`src/rtl/boot_area_latch.sv`:
```
module boot_area_latch (
  input  logic       clk,
  input  logic       por_n,
  input  logic       ext_rst_n,
  input  logic       standby_exit,
  input  logic       boot_pin,
  input  logic       cfg_lock,
  input  logic       cfg_sec,
  input  logic       cfg_src_bit,
  input  logic       cfg_boot_val,
  input  logic       flash_empty,
  input  logic       dbg_seen,
  output logic [1:0] boot_area,
  output logic       boot_valid
);
  localparam logic [1:0] AREA_FLASH = 2'b00;
  localparam logic [1:0] AREA_SYS   = 2'b01;
  localparam logic [1:0] AREA_SRAM  = 2'b10;

  logic       ext_q;
  logic       dbg_armed;
  logic       capture;
  logic       pin_eff;
  logic       want_flash;
  logic [1:0] next_area;

  assign capture    = (ext_rst_n & ~ext_q) | standby_exit;
  assign pin_eff    = boot_pin & ~dbg_armed & ~(dbg_seen & ~cfg_src_bit);
  assign want_flash = cfg_src_bit ? cfg_boot_val : ~pin_eff;

  always_comb begin
    if (cfg_lock)        next_area = AREA_FLASH;
    else if (want_flash) next_area = flash_empty ? AREA_SYS : AREA_FLASH;
    else                 next_area = cfg_sec ? AREA_SYS : AREA_SRAM;
  end

  always_ff @(posedge clk or negedge por_n) begin
    if (!por_n) begin
      ext_q      <= 1'b1;
      dbg_armed  <= 1'b0;
      boot_area  <= AREA_FLASH;
      boot_valid <= 1'b0;
    end else begin
      ext_q <= ext_rst_n;
      if (dbg_seen && !cfg_src_bit) dbg_armed <= 1'b1;
      if (capture) begin
        boot_area  <= next_area;
        boot_valid <= 1'b1;
      end
    end
  end
endmodule

```
`config.mk`:
```
export PLATFORM = sky130hd
export DESIGN_NAME = boot_area_latch
export DESIGN_NICKNAME = d
export VERILOG_FILES = /design/src/rtl/boot_area_latch.sv
export SDC_FILE = /design/constraint.sdc
export NUM_CORES = 1
export LEC_CHECK = 0
export CORE_AREA = 5 5 42 44
export DETAILED_ROUTE_END_ITERATION = 10
export DIE_AREA = 0 0 47 49
export DONT_BUFFER_PORTS = 1
export PLACE_DENSITY_LB_ADDON = 0.25
export SLEW_MARGIN = 40
export SYNTH_ARGS = -nofsm -noshare
export SYNTH_HDL_FRONTEND = slang
export SYNTH_SLANG_ARGS = --single-unit
```
`constraint.sdc`:
```
create_clock -name clk -period 2.1 [get_ports clk]
set_input_delay 0.105 -clock clk [delete_from_list [all_inputs] [get_ports clk]]
set_output_delay 0.105 -clock clk [all_outputs]
set_load 0.02 [all_outputs]
```
# After elaboration in Yosys (flattened, before gate mapping)
# Cells that the tools add are included.
# op_classes
n_eq_ne	0
bitwise_logic	10
n_reduce_logical	2
n_addsub	0
n_lt_le_gt_ge	0
multipliers	0
n_div	0
n_shift	0
muxes	5
# ops
op	n
2-to-1 mux 2 bit	3
inverter 1 bit	5
bitwise AND 1 bit	4
2-to-1 mux 1 bit	2
logical AND 1 bit	1
logical NOT 1 bit	1
OR 1 bit	1
# totals
input_bits	11
out_inout_bits	3
ram_bits	0
latch_bits	0
reg_bits	5
memories	0
mem_bits_ro	0

# Logic depth before layout (Yosys ltp)
# Gate-level depths: netlist (run 1).
# depth
depth_word	8
ltp_mapped	3
depth_no_buf	3

# Worst setup path before layout (run 1)
# Ideal clock, no wire load.
# synth_path
path_kind	register to register
start	reg ext_q
end	reg boot_area[0]
path_stages_with_launch	4
path_slack_ns	1.033
arrival_ns	0.986
t_required_ns	2.020
setup_ns	0.080
cell_sequence	dfstp_2 nor2b_4 or3b_1 o211ai_2
# synth_between
elab_chain_cells	3
# synth_rtl
element	line	text
start: declaration	20	logic ext_q;
start signal: assignment	44	ext_q <= ext_rst_n;
inverter 1 bit	27	assign capture = (ext_rst_n & ~ext_q) | standby_exit;
bitwise AND 1 bit	27	
OR 1 bit	27	
end signal: assignment	47	boot_area <= next_area;
end: declaration	13	output logic [1:0] boot_area,
# Every way passes these cells.
# A chain may end at the register's enable or synchronous reset.

# Worst setup path in the final report (run 1)
# Ends and elaborated chain as after synthesis.

==> metrics.cfg, run 1 <==
[finish]
area_delta_synth_final_pct = 32.86
final_nets = 42
drive_gt1_share_pct = 30.00
antenna_cells = 0
seq_area_um2 = 126.4
multi_input_area_um2 = 132.6
nFillCells = 155

[timing]
tightest_slew_ps = 239.8
setup_viol = 0
finalHoldViolCount = 0
drv_slew = 0
whs_ps = 37.97
rsz0062_at_grt = no
relSlewSlack_pct = 83.95
fin_setup_tns_ps = 0
fin_skew_ps = 8.471
fmax_ghz = 0.9053
final.period_utilization_pct = 52.60
finalCriticalPeriod_ps = 1105

[placed_design]
dpl.hpwl_um = 477.8
port_buffers = 0
gp_congestion = 0.7865

[clock_tree]
post_cts_buffers = 0
path_clk_slew_ps = 50
htree_num_levels = 1
clock_latency_ps = 240
cts_tree = yes
cts_made_buffers = 3
cts_sinks = 5
root_buffer = clkbuf_4
cts.path.max_buffers = 2

[setup_path]
crit_type = flip-flop to flip-flop
critPathSlowestCell = dfstp_2
endpoint_kind = flip-flop
arrival_ps = 1270
cp_data_required_time_ps = 2270
cp-start-kind = flip-flop
worst-path-max-fanout = 6
path_cells = nor2b_4 > or3b_1 > o211ai_2
slowest_delay_ps = 540

[synth]
synth.area.mux_share_pct = 0
synth_xor_area_share_pct = 0
postSynthCellCount = 22
ys_ff_latch = 5
synth_largest_area_cell = dfrtp_1
synth_nets = 33
synth_ff_type = dfrtp_1
yosys_warnings = 0
synth_cell_type_count = 15
ys_seq_area_share_pct = 47.42
synth_top_family_by_area = simple AND/OR/NAND/NOR gates
post-synth-top-area-fraction_pct = 37.56
synth_compound_area_share_pct = 19.25
synth_common_cells = dfrtp_1 (4), nor2b_1 (3), inv_1 (2), o221ai_1 (2)
synthArstFlopShare_pct = 100.0
synthSimpleGateAreaFrac_pct = 30.52
synth_edf_count = 0
syn_area_per_cell_um2 = 12.11
synth_area_leaders = dfrtp_1 (38%), dfstp_2 (9.9%), nor4b_4 (8.9%)
synth_area_um2 = 266.5
synthAdderAreaFrac_pct = 0
synth.most_common_cell = dfrtp_1

[job]
maxCapViolations = 0

[hold_path]
hold_path.class = primary input to flip-flop

[drt]
num_vias = 202
drt_pass1_iterations = 1
wl_um = 578
vias_per_cell = 4.391
ant_nets = 0
routedWlPerCell_um = 12.57
drc = 0
first_iter_violations = 0

[grt]
antenna_found_initial = 0
grtUsageTotal_pct = 6.789
grt_pass1_wl_um = 993
overflow = 0
grt_pass1_vias = 217
grt_max_degree = 7

[floorplan]
fp.dieH_um = 49
dieArea_mm2 = 0.002303
die_w_um = 47
start_util_pct = 19.02
rows = 14
fp.coreArea_mm2 = 0.001401
ios = 14

[power_and_ir_drop]
ir_drop_v = 0.0001829
powerDensity_mw_per_mm2 = 677.8
total_leakage_power_nw = 0.1401

[outcome]
outcome = finished clean

## kinds of logic after synthesis
family / count (synthesis)
simple gates: 9
compound gates: 6
buf+inv: 2
flops: 5
## per-layer routing
| metal | wire length, um | GRT usage (%) | vias up |
|---|---|---|---|
| met5 | 0 | 0 | - |
| met4 | 0 | 6.912 | 0 |
| met3 | 42 | 5.535 | 0 |
| met2 | 278 | 7.466 | 8 |
| met1 | 257 | 7.350 | 97 |
| li1 | - | - | 97 |
## report_power, final
group           total, W  switching, W  internal, W
sequential      0.000107    0.00000614     0.000101
clock           0.000111     0.0000422    0.0000690
combinational  0.0000216    0.00000853    0.0000131
## flip-flops by register name, indices dropped and copies added, names as in the netlist
register,flops
boot_area,2
boot_valid,1
dbg_armed,1
ext_q,1
## through the flow
stage | instances | utilization [%] | setup WS [ps] | instance area, um^2 | total power, W
after floorplan | 22 | - | 1033 | 266.5 | 0.0001199
after global placement | 38 | 20.45 | 1010 | 286.5 | 0.0001221
after detailed placement | 38 | 20.45 | 997.0 | 286.5 | 0.0001226
after CTS | 46 | 25.27 | 987.3 | 354.1 | 0.0002465
after global routing | 46 | 25.27 | 962.8 | 354.1 | 0.0002653
final | 46 | 25.27 | 995.4 | 354.1 | 0.0002400
## what timing repair did
action                                 4_1_cts  5_1_grt
hold buffers                                 4        0
endpoints found under the hold margin        9        0
gates resized for setup                      0        0
## critical path, delay by kind of cell (launching register included)
kind             cells  cell delay, ps
flip-flops           1             540
AND/OR/NAND/NOR      2             410
AO/OA/AOI/OAI        1              80
## final timing paths
kind	cells after the start	slack, ps	end	start
max	3	1000	boot_area[0]	ext_q
min in group asynchronous	1	150	boot_valid	por_n
min reg2reg	1	530	dbg_armed	dbg_armed
max in group asynchronous	1	1700	ext_q	por_n
max reg2reg	3	1000	boot_area[0]	ext_q
min	2	40	dbg_armed	cfg_src_bit
## layout make-up
cell class	count	share of cell area [%]
flip-flops and latches	5	35.69
clock buffers	3	6.360
well taps	16	5.654
clock inverters	1	1.413
inverters	2	2.120
repair buffers	4	11.31
multi-input cells	15	37.46
## cells in the final DEF, fill, tap and decap left out, types with 2 or more instances in the layout
master / instances
clkbuf_4: 3
o221ai_1: 2
nor2b_1: 3
inv_1: 2
dlygate4sd3_1: 4
dfrtp_1: 4
(Power assumes the default switching activity.)
==> inputs of run 2 (changes only) <==
- clock period: 2.1 -> 0.9 ns (I/O delays scaled with it)
==> run 2 against run 1 <==
  * The flow now finishes with violations (setup timing)
  * Sequential share of layout area is 3.5 points lower
  * Routed wire length is 4.7% higher
  * Count of clock-buffer cells in the layout rose by 1
  * Critical path depth did not move
  * Critical path type unchanged
  * Largest cell class unchanged
==> metrics.cfg, run 2 (synthesis gave the netlist of run 1 again) <==
[timing]
layout_setup_ws_ps = -200.3
rsz0062_at_grt = yes
whs_ps = 8.938
final.period_utilization_pct = 122.3
finalHoldViolCount = 0
setup_viol = 3
fin_skew_ps = 3.214
tightest_slew_ps = 262.6
relSlewSlack_pct = 82.44
drv_slew = 0
fmax_ghz = 0.9089
finalCriticalPeriod_ps = 1100

[clock_tree]
htree_num_levels = 1
ctsResizeCount = 0
clock_latency_ps = 240
cts_made_buffers = 3
cts.path.max_buffers = 2
root_buffer = clkbuf_4
cts_sinks = 5
cts_tree = yes
path_clk_slew_ps = 40

[finish]
drive_gt1_share_pct = 34.29
largest_reg_flops = 2
nFillCells = 161
seq_area_um2 = 126.4
multi_input_area_um2 = 132.6
mostFrequentLayoutCell = dlygate4sd3_1
final_nets = 47
area_delta_synth_final_pct = 47.42
regMostFlops = boot_area
antenna_cells = 0
mostFrequentLayoutCells = dlygate4sd3_1 (5), dfrtp_1 (4), buf_4 (4)

[power_and_ir_drop]
ir_drop_v = 0.0004430
total_leakage_power_nw = 0.1614
powerDensity_mw_per_mm2 = 1444
power.total_w = 0.0005671

[setup_path]
worst-path-max-fanout = 6
cp_data_required_time_ps = 1060
arrival_ps = 1260
r2r_slack_ps = -200
endpoint_kind = flip-flop
crit_type = flip-flop to flip-flop
reg2regPathDepth = 3
cp-start-kind = flip-flop
reg2reg_from = ext_q
r2r-end = boot_area[0]

[hold_path]
hold_path.class = primary input to flip-flop
whs_path_depth = 3
min_from = cfg_lock
whs_endpoint = boot_area[1]

[drt]
drt_pass1_iterations = 2
routedWlPerCell_um = 11.86
wl_um = 605
drc = 0
ant_nets = 0
vias_per_cell = 4.431
first_iter_violations = 1
num_vias = 226

[floorplan]
fp.coreArea_mm2 = 0.001401
start_util_pct = 19.02
ios = 14
dieArea_mm2 = 0.002303
die_w_um = 47
rows = 14
fp.dieH_um = 49

[outcome]
outcome = finished, violations left
violations = setup timing

[placed_design]
gp_congestion = 0.7807
port_buffers = 0
dp_slack_ps = -193.2

[grt]
grt_pass1_vias = 256
grt_pass1_wl_um = 952
grtUsageTotal_pct = 5.941
antenna_found_initial = 0
grt_max_degree = 7
overflow = 0

[job]
maxCapViolations = 0

==> run 2: worst max path at each step <==
stage,start,end,slack [ps],cells past startpoint
floorplan,ext_q,boot_area[0],-170,3
global placement,ext_q,boot_area[0],-180,3
detailed placement,ext_q,boot_area[0],-190,3
CTS,ext_q,boot_area[0],-210,3
global route,ext_q,boot_area[0],-210,3
finish,ext_q,boot_area[0],-200,3
==> run 2: layout make-up <==
class	instances	share of cell area (%)
sequential	5	32.17
clock buffer	4	6.688
tap	16	5.096
inverter	2	1.911
timing repair buffer	9	20.38
multi-input combinational	15	33.76
==> run 2: power by group <==
group | internal (W) | switching (W) | total (W)
Combinational | 0.0000437 | 0.0000306 | 0.0000743
Clock | 0.000167 | 0.0000844 | 0.000252
Sequential | 0.000236 | 0.00000503 | 0.000241
==> run 2: timing repair <==
action | 4_1_cts | 5_1_grt
setup buffers | 1 | 0
endpoints found under the setup margin | 3 | 3
pin swaps | 1 | 2
cloned | 0 | 0
endpoints found under the hold margin | 9 | 0
hold buffers | 5 | 0
==> run 2: routing by layer <==
layer | track usage [%] | part of all wire (%) | up-vias
met5 | 0 | 0 | -
met4 | 5.530 | 2.1 | 0
met3 | 3.321 | 12 | 2
met2 | 7.919 | 46 | 11
met1 | 6.236 | 40 | 107
li1 | - | - | 106
==> run 2: worst max-delay path, stage by stage, from the launching register on <==
cell and delay (ps):
dfstp_2 530, nor2b_4 50, or3b_1 360, o211ai_2 80
==> run 2: stage by stage <==
step,instance area (um^2),setup TNS [ps],cells,utilization [%]
3_5_place_dp,309.0,-402.0,41,22.05
6_report,392.9,-463.2,51,28.04
5_1_grt,392.9,-522.6,51,28.04
3_3_place_gp,309.0,-386.0,41,22.05
4_1_cts,392.9,-473.8,51,28.04
2_1_floorplan,266.5,-282.6,22,-
